## src/rtl/dac_frm_pkg.sv

```systemverilog
package dac_frm_pkg;
    localparam int ADDR_W     = 7;
    localparam int BYTE_W     = 8;
    localparam int WORD_W     = 16;
    localparam int FIELD_W    = 3;
    localparam int RSV_BIT    = 7;
    localparam int SEL_BIT    = 6;
    localparam logic [BYTE_W-1:0] BCAST_BYTE = 8'h10;

    typedef enum logic [2:0] {
        ST_IDLE,
        ST_ADDR,
        ST_CMD,
        ST_DHI,
        ST_DLO,
        ST_SKIP
    } frm_state_e;
endpackage

```

## src/rtl/dac_frm_addr_match.sv

```systemverilog
module dac_frm_addr_match
    import dac_frm_pkg::*;
(
    input  logic [ADDR_W-1:0] own_addr,
    input  logic [BYTE_W-1:0] addr_byte,
    output logic              hit
);
    // Only write transfers (R/W bit 0) are accepted, own or broadcast.
    always_comb begin
        hit = (addr_byte == {own_addr, 1'b0}) || (addr_byte == BCAST_BYTE);
    end
endmodule

```

## src/rtl/dac_frm_word_asm.sv

```systemverilog
module dac_frm_word_asm
    import dac_frm_pkg::*;
#(
    parameter int DATA_BITS = 16
) (
    input  logic               clk,
    input  logic               rst_n,
    input  logic               clr_cmd,
    input  logic               ld_cmd,
    input  logic               ld_hi,
    input  logic               ld_lo,
    input  logic [BYTE_W-1:0]  byte_in,
    output logic [BYTE_W-1:0]  cmd_q,
    output logic               wr_stb,
    output logic [FIELD_W-1:0] wr_cmd,
    output logic [FIELD_W-1:0] wr_chan,
    output logic [WORD_W-1:0]  wr_data,
    output logic               rsv_err
);
    localparam int PAD = WORD_W - DATA_BITS;

    logic [BYTE_W-1:0] hi_q;
    logic [WORD_W-1:0] raw_word;
    logic [WORD_W-1:0] trim_word;

    assign raw_word = {hi_q, byte_in};

    generate
        if (PAD > 0) begin : g_trim
            assign trim_word = {raw_word[WORD_W-1:PAD], {PAD{1'b0}}};
        end else begin : g_full
            assign trim_word = raw_word;
        end
    endgenerate

    always_ff @(posedge clk or negedge rst_n) begin
        if (!rst_n) begin
            cmd_q   <= '0;
            hi_q    <= '0;
            wr_stb  <= 1'b0;
            wr_cmd  <= '0;
            wr_chan <= '0;
            wr_data <= '0;
            rsv_err <= 1'b0;
        end else begin
            wr_stb <= 1'b0;
            if (clr_cmd) begin
                cmd_q <= '0;
                hi_q  <= '0;
            end else begin
                if (ld_cmd) cmd_q <= byte_in;
                if (ld_hi)  hi_q  <= byte_in;
                if (ld_lo) begin
                    if (cmd_q[RSV_BIT]) begin
                        rsv_err <= 1'b1;
                    end else begin
                        wr_stb  <= 1'b1;
                        wr_cmd  <= cmd_q[5:3];
                        wr_chan <= cmd_q[2:0];
                        wr_data <= trim_word;
                    end
                end
            end
        end
    end
endmodule

```

## src/rtl/dac_cmd_framer.sv

```systemverilog
module dac_cmd_framer
    import dac_frm_pkg::*;
#(
    parameter int DATA_BITS = 16
) (
    input  logic                clk,
    input  logic                rst_n,
    input  logic [ADDR_W-1:0]   own_addr_i,
    input  logic                start_i,
    input  logic                stop_i,
    input  logic                byte_vld_i,
    input  logic [BYTE_W-1:0]   byte_i,
    output logic                wr_stb_o,
    output logic [FIELD_W-1:0]  wr_cmd_o,
    output logic [FIELD_W-1:0]  wr_chan_o,
    output logic [WORD_W-1:0]   wr_data_o,
    output logic                rsv_err_o
);
    frm_state_e state_q, state_d;
    logic addr_hit;
    logic ld_cmd, ld_hi, ld_lo;
    logic [BYTE_W-1:0] cmd_q;

    dac_frm_addr_match u_match (
        .own_addr  (own_addr_i),
        .addr_byte (byte_i),
        .hit       (addr_hit)
    );

    // State register
    always_ff @(posedge clk or negedge rst_n) begin
        if (!rst_n) state_q <= ST_IDLE;
        else        state_q <= state_d;
    end

    // Next state and load controls
    always_comb begin
        state_d = state_q;
        ld_cmd  = 1'b0;
        ld_hi   = 1'b0;
        ld_lo   = 1'b0;
        if (start_i) begin
            state_d = ST_ADDR;
        end else begin
            if (byte_vld_i) begin
                unique case (state_q)
                    ST_ADDR: state_d = addr_hit ? ST_CMD : ST_SKIP;
                    ST_CMD: begin
                        ld_cmd  = 1'b1;
                        state_d = ST_DHI;
                    end
                    ST_DHI: begin
                        ld_hi   = 1'b1;
                        state_d = ST_DLO;
                    end
                    ST_DLO: begin
                        ld_lo   = 1'b1;
                        state_d = cmd_q[SEL_BIT] ? ST_DHI : ST_CMD;
                    end
                    ST_IDLE, ST_SKIP: state_d = state_q;
                endcase
            end
            if (stop_i) state_d = ST_IDLE;
        end
    end

    dac_frm_word_asm #(.DATA_BITS(DATA_BITS)) u_asm (
        .clk     (clk),
        .rst_n   (rst_n),
        .clr_cmd (start_i),
        .ld_cmd  (ld_cmd),
        .ld_hi   (ld_hi),
        .ld_lo   (ld_lo),
        .byte_in (byte_i),
        .cmd_q   (cmd_q),
        .wr_stb  (wr_stb_o),
        .wr_cmd  (wr_cmd_o),
        .wr_chan (wr_chan_o),
        .wr_data (wr_data_o),
        .rsv_err (rsv_err_o)
    );
endmodule

```

## config.mk

```make
export PLATFORM = sky130hd
export DESIGN_NAME = dac_cmd_framer
export DESIGN_NICKNAME = d
export VERILOG_FILES = /design/src/rtl/dac_frm_pkg.sv /design/src/rtl/dac_frm_addr_match.sv /design/src/rtl/dac_frm_word_asm.sv /design/src/rtl/dac_cmd_framer.sv
export SDC_FILE = /design/constraint.sdc
export NUM_CORES = 1
export LEC_CHECK = 0
export BUFFER_PORTS_ARGS = -buffer_cell sky130_fd_sc_hd__buf_4
export CELL_PAD_IN_SITES_DETAIL_PLACEMENT = 1
export CELL_PAD_IN_SITES_GLOBAL_PLACEMENT = 2
export CORE_ASPECT_RATIO = 1.25
export CORE_MARGIN = 2
export CORE_UTILIZATION = 36
export CTS_CLUSTER_DIAMETER = 80
export DETAILED_ROUTE_END_ITERATION = 12
export PLACE_DENSITY = 0.94
export SLEW_MARGIN = 0
export SYNTH_ARGS = -nofsm -noshare
export SYNTH_HDL_FRONTEND = slang
export SYNTH_SLANG_ARGS = --single-unit
```

## constraint.sdc

```tcl
create_clock -name clk -period 3.75 [get_ports clk]
set_clock_uncertainty 0.05 [all_clocks]
set_input_delay 0.5625 -clock clk [delete_from_list [all_inputs] [get_ports clk]]
set_output_delay 0.5625 -clock clk [all_outputs]
set_load 0.02 [all_outputs]
```

==> run summary, run 1 <==
==========================================================================================
Run status                                                                       completed
Gate Count Post-Synth                                                                  168
Number of synthesized flops with an enable pin                                           0
Clock Root Buffer                                                             sky130_fd_sc_hd__clkbuf_8
HPWL after DPL                                                                     3350 um
Routed Antenna Nets                                                                      0
Clock network power share                                                            0.319
Cts hold-fix bufs                                                                        0
Clock Sinks                                                                             43
Post-Synthesis Mean Instance Area                                               11.4 sq um
Design internal power                                                             0.663 mW
Count of final max-slew check failures                                                   0
Pin count of the biggest net entering global routing                                    44
Total congestion overflow                                                                0
Number of rows created at floorplan                                                     29
Worst Max-Slew Pin Slew                                                           0.931 ns
Static leakage                                                                     1.14 nW
Max-cap viol count                                                                       0
First-iteration detailed-routing DRC count                                              45
Final #Nets                                                                            232
Yosys cell types                                                                        30
Clock latency at the later pin of the worst-skew pair                              0.30 ns
Number of antenna violations at the first check in global routing                        0
Comb power frac                                                                      0.132
Netlist area before placement                                                   1910 sq um
Worst IR drop on VDD                                                              0.213 mV
Register share of total power                                                        0.549
Hold slack                                                                        0.198 ns
Vias in the first global route                                                        1529
IO buf count                                                                            43
Number of fill cells                                                                   575
CP Launch Type                                                                   flip-flop
Die area                                                                        5920 sq um
Initial Utilization                                                                  0.374
Final Cell Area                                                                 2370 sq um
Final critical path time including I/O delays and setup                            2.26 ns
Number of synthesized register bits                                                     43
Slew headroom                                                                        0.375
Final Cycle Share                                                                    0.602
Width of the die                                                                   69.2 um
Clock edge transition at the registers on the reported setup and hold paths        0.08 ns
Endpoints failing hold                                                                   0
DR WL met2                                                                         2430 um
Antenna Diode Count                                                                      0
Detail-routed net length per standard cell                                         16.8 um
Number of top-level pins                                                                44
Wire length on met3                                                                 182 um
Clock tree from TritonCTS                                                            built
FMAX                                                                             0.443 GHz
Critical-path maximum fanout                                                            12
Vias per cell                                                                         5.24
Cell area after placement                                                       2290 sq um
Height of the die                                                                  85.5 um
GRT Util Overall                                                                     0.170
Synthesis-to-layout area growth                                                      24.0%
Setup violation total in the final timing report                                         0
Max Root-Sink Buffers                                                                    2
Sum of routed wire segments on met1                                                1950 um
Post-Syn Nets                                                                          188
Placeable core region                                                           5120 sq um
Place WS                                                                           1.32 ns
Worst endpoint data arrival time                                                   2.38 ns
Part of the Yosys area used for sequential elements                                  0.562
Net Switching                                                                     0.232 mW
Clock buffer count from CTS                                                              5
Async SR Flop Fraction                                                                1.00
Path category of the worst min-delay check                                    input port to async pin
Highest metal layer used by the detailed router                                       met4
Most used flip-flop cell after synthesis                                      sky130_fd_sc_hd__dfrtp_1
Number of standard cells in the layout, taps in and fillers out                        275
Remaining routing DRC violations                                                         0
Ratio of total power to cell area                                              377 nW/um^2
Crit path required time                                                            3.88 ns
Number of cells in the design after placement                                          267
# resized after CTS                                                                      0
Fraction of final layout cells with drive strength greater than 1                    0.329
Setup crit end kind                                                              flip-flop
Routability congestion estimate from global placement                                0.693
Type of the worst setup path                                                  flip-flop to flip-flop
Vias after detailed routing                                                           1440
Number of iterations in the first detailed-routing pass                                  4
Setup bufs post-CTS                                                                      0
Routed WL                                                                          4610 um
Slack of the critical path                                                         1.49 ns
H-tree depth reported by CTS                                                             2
Number of synthesis warnings                                                             0
Setup total negative slack                                                            0 ns
Switching share of power                                                             0.259
First-pass GRT wire length                                                         7910 um
Unrepaired setup endpoints after global routing                                         no
==========================================================================================
## per-stage QoR
step	power (mW)	utilization
5_1_grt	0.943	0.464
3_5_place_dp	0.621	0.447
4_1_cts	0.906	0.464
6_report	0.895	0.464
2_1_floorplan	0.552	-
3_3_place_gp	0.618	0.447
## synthesized netlist by cell type, drive strengths merged, types with 2 or more instances
cell type  number  share of area
nand2b          4          0.021
buf             2         0.0078
nor3            4          0.010
clkbuf          5         0.0098
xnor2           4          0.018
o21ai           2          0.011
nand2          34          0.067
mux2           22           0.13
nor2            6          0.012
a21oi          21          0.055
nor4            3          0.018
xor2            3          0.014
a21o            2         0.0078
dfrtp          43           0.56
nor4b           2         0.0092
## flip-flops by register name (all words and copies together) (netlist names)
signal	count
u_asm.wr_data	16
u_asm.cmd_q	8
u_asm.hi_q	8
state_q	3
u_asm.wr_chan	3
u_asm.wr_cmd	3
u_asm.rsv_err	1
u_asm.wr_stb	1
## kinds of logic (layout without fill, tap and decap cells)
| kind of cell | Yosys count | in the layout | synth area share |
|---|---|---|---|
| xor gates and xnor gates | 7 | 7 | 0.0320 |
| muxes | 22 | 22 | 0.129 |
| AOI/OAI and AO/OA | 29 | 29 | 0.0981 |
| and+or+nand+nor | 59 | 59 | 0.158 |
| DFF | 43 | 43 | 0.562 |
| buffers and inverters | 8 | 53 | 0.0196 |
## path summary, 6_finish.rpt
path	slack, ns	endpoint	cells past startpoint	startpoint
setup reg to reg	1.49	u_asm.wr_chan[0]$_DFFE_PN0P_	4	state_q[2]$_DFFE_PN0P_
hold reg to reg	0.42	u_asm.rsv_err$_DFFE_PN0P_	1	u_asm.rsv_err$_DFFE_PN0P_
min in group clk	0.42	u_asm.rsv_err$_DFFE_PN0P_	1	u_asm.rsv_err$_DFFE_PN0P_
max in group asynchronous	3.07	u_asm.cmd_q[4]$_DFFE_PN0P_	1	rst_n
hold / removal	0.20	u_asm.wr_stb$_DFF_PN0_	1	rst_n
setup / recovery	1.49	u_asm.wr_chan[0]$_DFFE_PN0P_	4	state_q[2]$_DFFE_PN0P_
## layout by cell type (no fill, tap or decap), types with 2 or more instances in the layout
cell                       netlist  final
sky130_fd_sc_hd__mux2_1         10     10
sky130_fd_sc_hd__nor2_1          6      6
sky130_fd_sc_hd__a21o_1          2      2
sky130_fd_sc_hd__nor4b_1         2      2
sky130_fd_sc_hd__clkbuf_8        0      5
sky130_fd_sc_hd__nand2b_4        2      2
sky130_fd_sc_hd__dfrtp_1        43     43
sky130_fd_sc_hd__mux2_2         12     12
sky130_fd_sc_hd__xor2_1          3      3
sky130_fd_sc_hd__nor3_1          4      4
sky130_fd_sc_hd__nor4_1          2      2
sky130_fd_sc_hd__a21oi_1        21     21
sky130_fd_sc_hd__buf_4           2     44
sky130_fd_sc_hd__nand2_1        34     34
sky130_fd_sc_hd__nand2b_1        2      2
sky130_fd_sc_hd__xnor2_1         4      4
## per-layer routing
| metal | GRT usage | up-vias |
|---|---|---|
| met2 | 0.292 | 38 |
| met5 | 0 | - |
| met4 | 0.0517 | 0 |
| met3 | 0.0353 | 5 |
| li1 | - | 672 |
| met1 | 0.218 | 725 |
## critical path, stage by stage (launching register included)
cell	delay, ns
sky130_fd_sc_hd__dfrtp_1	0.59
sky130_fd_sc_hd__nand2b_4	0.11
sky130_fd_sc_hd__nor4_4	0.70
sky130_fd_sc_hd__buf_4	0.34
sky130_fd_sc_hd__mux2_2	0.36
## power groups by stage
stage	Combinational [mW]	Sequential [mW]	Clock [mW]
2_1_floorplan	0.0348	0.517	0
3_3_place_gp	0.118	0.501	0
3_5_place_dp	0.121	0.501	0
4_1_cts	0.121	0.492	0.293
5_1_grt	0.129	0.494	0.320
6_report	0.118	0.492	0.285
## final cells by class
cell class	count	area, sq um	area share
inverter	1	3.75	0.00158
clock inverter	2	12.5	0.00527
sequential	43	1080	0.454
timing repair buffer	44	330	0.139
tap	62	77.6	0.0327
multi-input combinational	117	800	0.337
clock buffer	6	72.6	0.0306
Note: power is estimated with default switching activity, not from simulation.
==> run 2, diff against run 1 <==
--- a/config.mk
+++ b/config.mk
@@ -5,15 +5,16 @@
 export SDC_FILE = /design/constraint.sdc
 export NUM_CORES = 1
 export LEC_CHECK = 0
+export ABC_AREA = 1
 export BUFFER_PORTS_ARGS = -buffer_cell sky130_fd_sc_hd__buf_4
 export CELL_PAD_IN_SITES_DETAIL_PLACEMENT = 1
 export CELL_PAD_IN_SITES_GLOBAL_PLACEMENT = 2
 export CORE_ASPECT_RATIO = 1.25
 export CORE_MARGIN = 2
-export CORE_UTILIZATION = 36
+export CORE_UTILIZATION = 29
 export CTS_CLUSTER_DIAMETER = 80
 export DETAILED_ROUTE_END_ITERATION = 12
-export PLACE_DENSITY = 0.94
+export PLACE_DENSITY = 0.87
 export SLEW_MARGIN = 0
 export SYNTH_ARGS = -nofsm -noshare
 export SYNTH_HDL_FRONTEND = slang
==> constraint.sdc (replaced) <==
create_clock -name clk -period 1.9 [get_ports clk]
set_clock_uncertainty 0.05 [all_clocks]
set_input_delay 0.285 -clock clk [delete_from_list [all_inputs] [get_ports clk]]
set_output_delay 0.285 -clock clk [all_outputs]
set_load 0.02 [all_outputs]
==> run summary, run 2 <==
==========================================================================================
Number of synthesized flops with an enable pin                                           0
Place WS                                                                          0.332 ns
Total congestion overflow                                                                0
Type of the worst setup path                                                  flip-flop to flip-flop
Setup total negative slack                                                            0 ns
Endpoints failing hold                                                                   0
Number of fill cells                                                                   854
Number of antenna violations at the first check in global routing                        0
Sum of internal, switching and leakage power                                       1.96 mW
Netlist area before placement                                                   2050 sq um
Worst endpoint data arrival time                                                   1.69 ns
Routed Antenna Nets                                                                      0
Max Root-Sink Buffers                                                                    2
Clock latency at the later pin of the worst-skew pair                              0.29 ns
GRT Util Overall                                                                     0.120
Number of standard cells in the layout, taps in and fillers out                        362
Largest registers                                                             u_asm.wr_data: 16 flops, u_asm.cmd_q: 8 flops, u_asm.hi_q: 8 flops
First-iteration detailed-routing DRC count                                              57
Static leakage                                                                     1.28 nW
Async SR Flop Fraction                                                                1.00
Routability congestion estimate from global placement                                0.787
Worst IR drop on VDD                                                              0.217 mV
Final #Nets                                                                            292
Clock buffer count from CTS                                                              5
Number of synthesized register bits                                                     43
Synthesis-to-layout area growth                                                      22.4%
Clock Root Buffer                                                             sky130_fd_sc_hd__clkbuf_8
Placeable core region                                                           6890 sq um
Pin count of the biggest net entering global routing                                    44
Remaining routing DRC violations                                                         0
Capture point of the worst path                                               u_asm.wr_cmd[2]$_DFFE_PN0P_
Count of cells along the worst register-to-register path                                 7
Vias after detailed routing                                                           1556
Post-Syn Nets                                                                          247
Vias in the first global route                                                        1632
Setup violation total in the final timing report                                         0
Max reg flops                                                                           16
Height of the die                                                                  98.1 um
Path category of the worst min-delay check                                    input port to flip-flop
Top post-synthesis cells by area                                              sky130_fd_sc_hd__dfrtp_1 52%, sky130_fd_sc_hd__nand2_1 12%, sky130_fd_sc_hd__o21ai_2 8.5%, sky130_fd_sc_hd__inv_1 6.6%, sky130_fd_sc_hd__buf_6 3.3%
Synth area leader                                                             sky130_fd_sc_hd__dfrtp_1
Most used flip-flop cell after synthesis                                      sky130_fd_sc_hd__dfrtp_1
Slew headroom                                                                        0.641
Worst setup startpoint                                                        state_q[0]$_DFFE_PN0P_
Die area                                                                        7770 sq um
Number of top-level pins                                                                44
Slack of the critical path                                                        0.346 ns
Post-Synthesis Mean Instance Area                                               9.05 sq um
Width of the die                                                                   79.3 um
FMAX                                                                             0.644 GHz
Final critical path time including I/O delays and setup                            1.55 ns
Most flop-heavy register                                                      u_asm.wr_data
Setup crit end kind                                                              flip-flop
Vias per cell                                                                         4.30
Number of synthesis warnings                                                             0
Routed WL                                                                          4210 um
Fraction of final layout cells with drive strength greater than 1                    0.309
Yosys cell types                                                                        23
# resized after CTS                                                                      0
Register-to-register setup slack                                                   0.35 ns
Most numerous cell in the Yosys netlist                                       sky130_fd_sc_hd__nand2_1
Cell types with the highest counts after synthesis                            63 x sky130_fd_sc_hd__nand2_1, 43 x sky130_fd_sc_hd__dfrtp_1, 36 x sky130_fd_sc_hd__inv_1
Setup bufs post-CTS                                                                      0
HPWL after DPL                                                                     3280 um
Number of iterations in the first detailed-routing pass                                  4
CP Launch Type                                                                   flip-flop
Gate Count Post-Synth                                                                  227
Max-cap viol count                                                                       0
Worst Max-Slew Pin Slew                                                           0.538 ns
FF-to-FF End                                                                  u_asm.wr_cmd[2]$_DFFE_PN0P_
Detail-routed net length per standard cell                                         11.6 um
Antenna Diode Count                                                                      0
Run status                                                                       completed
Area fraction of the dominant cell type after synthesis                              0.524
Leading cell types in the layout, fill and taps excluded                      63 x sky130_fd_sc_hd__nand2_1, 43 x sky130_fd_sc_hd__buf_4, 43 x sky130_fd_sc_hd__dfrtp_1
Reg2reg start                                                                 state_q[0]$_DFFE_PN0P_
Crit path required time                                                            2.04 ns
Final Cell Area                                                                 2510 sq um
Clock edge transition at the registers on the reported setup and hold paths        0.08 ns
Final core occ                                                                       0.365
Number of cells in the design after placement                                          354
Part of the Yosys area used for sequential elements                                  0.524
Clock Sinks                                                                             43
Most common cell after layout, fill and taps aside                            sky130_fd_sc_hd__nand2_1
IO buf count                                                                            43
Critical-path maximum fanout                                                            23
Cell area after placement                                                       2420 sq um
Hold slack                                                                        0.240 ns
Ratio of total power to cell area                                              781 nW/um^2
Unrepaired setup endpoints after global routing                                         no
First-pass GRT wire length                                                         7490 um
H-tree depth reported by CTS                                                             2
Initial Utilization                                                                  0.298
Clock tree from TritonCTS                                                            built
Final Cycle Share                                                                    0.818
Count of final max-slew check failures                                                   0
Number of rows created at floorplan                                                     34
Cts hold-fix bufs                                                                        1
==========================================================================================
-- run 2: worst max-delay path, cell delays in order (launching register included) --
cell,delay [ns]
sky130_fd_sc_hd__dfrtp_1,0.39
sky130_fd_sc_hd__inv_1,0.10
sky130_fd_sc_hd__nand2_2,0.08
sky130_fd_sc_hd__nor2_4,0.14
sky130_fd_sc_hd__nand3_4,0.27
sky130_fd_sc_hd__buf_12,0.27
sky130_fd_sc_hd__nand2_1,0.08
sky130_fd_sc_hd__o21ai_2,0.05
-- run 2: kinds of logic (layout without fill, tap and decap cells) --
kind of cell,Yosys count,after routing,share of synthesized area
AOI/OAI and AO/OA,43,43,0.150
xor gates and xnor gates,3,3,0.0128
buffers and inverters,44,89,0.110
DFF,43,43,0.524
and+or+nand+nor,94,94,0.203
-- run 2: routing by layer --
layer	track usage	up-vias	routed length (um)
li1	-	785	-
met1	0.152	732	1820
met2	0.205	37	2170
met3	0.0268	2	176
met4	0.0318	0	36
met5	0	-	0
-- run 2: cell type report --
type	instances	area [sq um]	area share
Multi-Input combinational cell	140	751	0.299
Sequential cell	43	1080	0.428
Clock buffer	5	68.8	0.0274
Clock inverter	2	13.8	0.00548
Tap cell	90	113	0.0448
Inverter	37	139	0.0553
Timing Repair Buffer	45	353	0.140
-- run 2: report_power, final --
part           switching, mW  total [mW]  leakage [nW]  internal (mW)
clock network          0.297       0.548        0.0440          0.251
registers             0.0388        1.03         0.575          0.993
logic                  0.226       0.382         0.663          0.157
total                  0.561        1.96          1.28           1.40
-- run 2: how the worst min path moves through the flow --
stage | startpoint | end | slack (ns) | cells past startpoint
floorplan | rst_n | state_q[0]$_DFFE_PN0P_ | -0.06 | 0
global placement | rst_n | state_q[1]$_DFFE_PN0P_ | 0.26 | 1
detailed placement | rst_n | u_asm.wr_cmd[0]$_DFFE_PN0P_ | 0.27 | 1
CTS | stop_i | state_q[1]$_DFFE_PN0P_ | 0.24 | 4
global route | byte_i[4] | u_asm.wr_data[4]$_DFFE_PN0P_ | 0.25 | 3
finish | stop_i | state_q[1]$_DFFE_PN0P_ | 0.24 | 4
==> run 3, diff against run 2 <==
==> constraint.sdc (replaced) <==
create_clock -name clk -period 1.4 [get_ports clk]
set_clock_uncertainty 0.05 [all_clocks]
set_input_delay 0.21 -clock clk [delete_from_list [all_inputs] [get_ports clk]]
set_output_delay 0.21 -clock clk [all_outputs]
set_load 0.02 [all_outputs]
==> run summary, run 3 (synthesized netlist as in run 2, its figures left out) <==
==========================================================================================
Path category of the worst min-delay check                                    input port to flip-flop
Slew headroom                                                                        0.638
Final Cycle Share                                                                    0.938
Remaining routing DRC violations                                                         0
Worst Max-Slew Pin Slew                                                           0.543 ns
Die area                                                                        7770 sq um
IO buf count                                                                            43
First-iteration detailed-routing DRC count                                              49
Vias after detailed routing                                                           1580
Vias in the first global route                                                        1621
Cell family contributing the most delay on the critical path                  simple AND/OR/NAND/NOR gates
Slowest cell on the critical path                                             sky130_fd_sc_hd__dfrtp_1
Unrepaired setup endpoints after global routing                                         no
Vias per cell                                                                         4.28
Clock tree from TritonCTS                                                            built
Height of the die                                                                  98.1 um
Critical-path maximum fanout                                                            23
Total congestion overflow                                                                0
Leading cell types in the layout, fill and taps excluded                      62 x sky130_fd_sc_hd__nand2_1, 47 x sky130_fd_sc_hd__buf_4, 43 x sky130_fd_sc_hd__dfrtp_1
Largest registers                                                             u_asm.wr_data: 16 flops, u_asm.cmd_q: 8 flops, u_asm.hi_q: 8 flops
Number of rows created at floorplan                                                     34
Count of buffering cells on the critical path with inverters included                    2
Antenna Diode Count                                                                      0
Ratio of total power to cell area                                             1130 nW/um^2
Most common cell after layout, fill and taps aside                            sky130_fd_sc_hd__nand2_1
Type of the worst setup path                                                  flip-flop to flip-flop
Synthesis-to-layout area growth                                                      28.5%
FMAX                                                                             0.761 GHz
Count of final max-slew check failures                                                   0
Endpoints failing hold                                                                   0
Detail-routed net length per standard cell                                         12.1 um
Routed Antenna Nets                                                                      0
Sequential cell area                                                            1080 sq um
Routability congestion estimate from global placement                                0.781
Number of iterations in the first detailed-routing pass                                  4
Max Root-Sink Buffers                                                                    2
Area of the multi-input gates                                                    767 sq um
Pin count of the biggest net entering global routing                                    44
Max reg flops                                                                           16
CP Launch Type                                                                   flip-flop
Routed WL                                                                          4480 um
Crit path required time                                                            1.54 ns
Initial Utilization                                                                  0.298
Clock latency at the later pin of the worst-skew pair                              0.30 ns
Final critical path time including I/O delays and setup                            1.31 ns
Setup violation total in the final timing report                                         0
Setup total negative slack                                                            0 ns
Sum of internal, switching and leakage power                                       2.97 mW
Max-cap viol count                                                                       0
Final #Nets                                                                            298
Most flop-heavy register                                                      u_asm.wr_data
Slack of the critical path                                                       0.0865 ns
Critical path's largest stage delay                                                0.40 ns
GRT Util Overall                                                                     0.126
Final core occ                                                                       0.383
HPWL after DPL                                                                     3410 um
Width of the die                                                                   79.3 um
CP cell instances                                                             inv_2, nand2_2, nor2_4, nand3_4, buf_12, nand2_1, o21ai_1
Worst IR drop on VDD                                                              0.341 mV
Run status                                                                       completed
Place WS                                                                         0.0423 ns
Clock Root Buffer                                                             sky130_fd_sc_hd__clkbuf_8
Clock edge transition at the registers on the reported setup and hold paths        0.08 ns
Number of antenna violations at the first check in global routing                        0
Number of fill cells                                                                   833
Clock Sinks                                                                             43
H-tree depth reported by CTS                                                             2
Clock buffer count from CTS                                                              5
Worst endpoint data arrival time                                                   1.45 ns
First-pass GRT wire length                                                         7590 um
Static leakage                                                                     1.34 nW
Fraction of final layout cells with drive strength greater than 1                    0.344
Number of top-level pins                                                                44
Setup crit end kind                                                              flip-flop
Placeable core region                                                           6890 sq um
==========================================================================================
## run 3: changes by cell type in the layout (fill, tap and decap cells not counted), sizes merged
cell    delta
buf        +6
clkinv     -2
bufinv     +1
clkbuf     +1
inv        +1
## run 3: path summary, 6_finish.rpt
check / startpoint / endpoint / slack [ns] / depth (start not counted)
min in group asynchronous: rst_n / u_asm.cmd_q[4]$_DFFE_PN0P_ / 0.38 / 2
worst max register to register: state_q[0]$_DFFE_PN0P_ / u_asm.wr_data[14]$_DFFE_PN0P_ / 0.09 / 7
worst max-delay path: state_q[0]$_DFFE_PN0P_ / u_asm.wr_data[14]$_DFFE_PN0P_ / 0.09 / 7
worst min register to register: u_asm.wr_data[11]$_DFFE_PN0P_ / u_asm.wr_data[11]$_DFFE_PN0P_ / 0.44 / 2
worst min-delay path: stop_i / state_q[1]$_DFFE_PN0P_ / 0.15 / 4
max in group asynchronous: rst_n / u_asm.wr_stb$_DFF_PN0_ / 0.55 / 2
## run 3: routing by layer
layer  share of wire  track usage  vias to the layer above
met3           0.038       0.0277                        6
met4           0.018       0.0477                        0
met1            0.45        0.163                      740
met2            0.50        0.203                       35
li1                -            -                      799
met5               0            0                        -
## run 3: cell type report
class | count | share of cell area
Sequential cell | 43 | 0.408
Inverter | 37 | 0.0526
Multi-Input combinational cell | 140 | 0.291
Clock inverter | 2 | 0.0147
Clock buffer | 6 | 0.0313
Tap cell | 90 | 0.0427
Timing Repair Buffer | 51 | 0.160
## run 3: what timing repair did
item,4_1_cts,5_1_grt
resized for setup,0,6
endpoints found under the hold margin,43,0
hold buffers,1,0
setup buffers,0,2
endpoints found under the setup margin,0,8
## run 3: worst reg2reg max path: stages, from the launching register on
cell	delay, ns
sky130_fd_sc_hd__dfrtp_1	0.40
sky130_fd_sc_hd__inv_2	0.07
sky130_fd_sc_hd__nand2_2	0.06
sky130_fd_sc_hd__nor2_4	0.18
sky130_fd_sc_hd__nand3_4	0.12
sky130_fd_sc_hd__buf_12	0.18
sky130_fd_sc_hd__nand2_1	0.07
sky130_fd_sc_hd__o21ai_1	0.07
## run 3: power by group
part           total [mW]  switching (mW)  internal [mW]
clock                1.03           0.440          0.587
sequential           1.40          0.0529           1.35
combinational       0.548           0.317          0.230
## run 3: through the flow
stage / hold slack, ns / cell area [sq um] / instances
detailed placement: 0.189 / 2480 / 358
CTS: 0.155 / 2610 / 367
floorplan: -0.136 / 2050 / 227
global route: 0.157 / 2640 / 369
global placement: 0.191 / 2480 / 358
finish: 0.149 / 2640 / 369
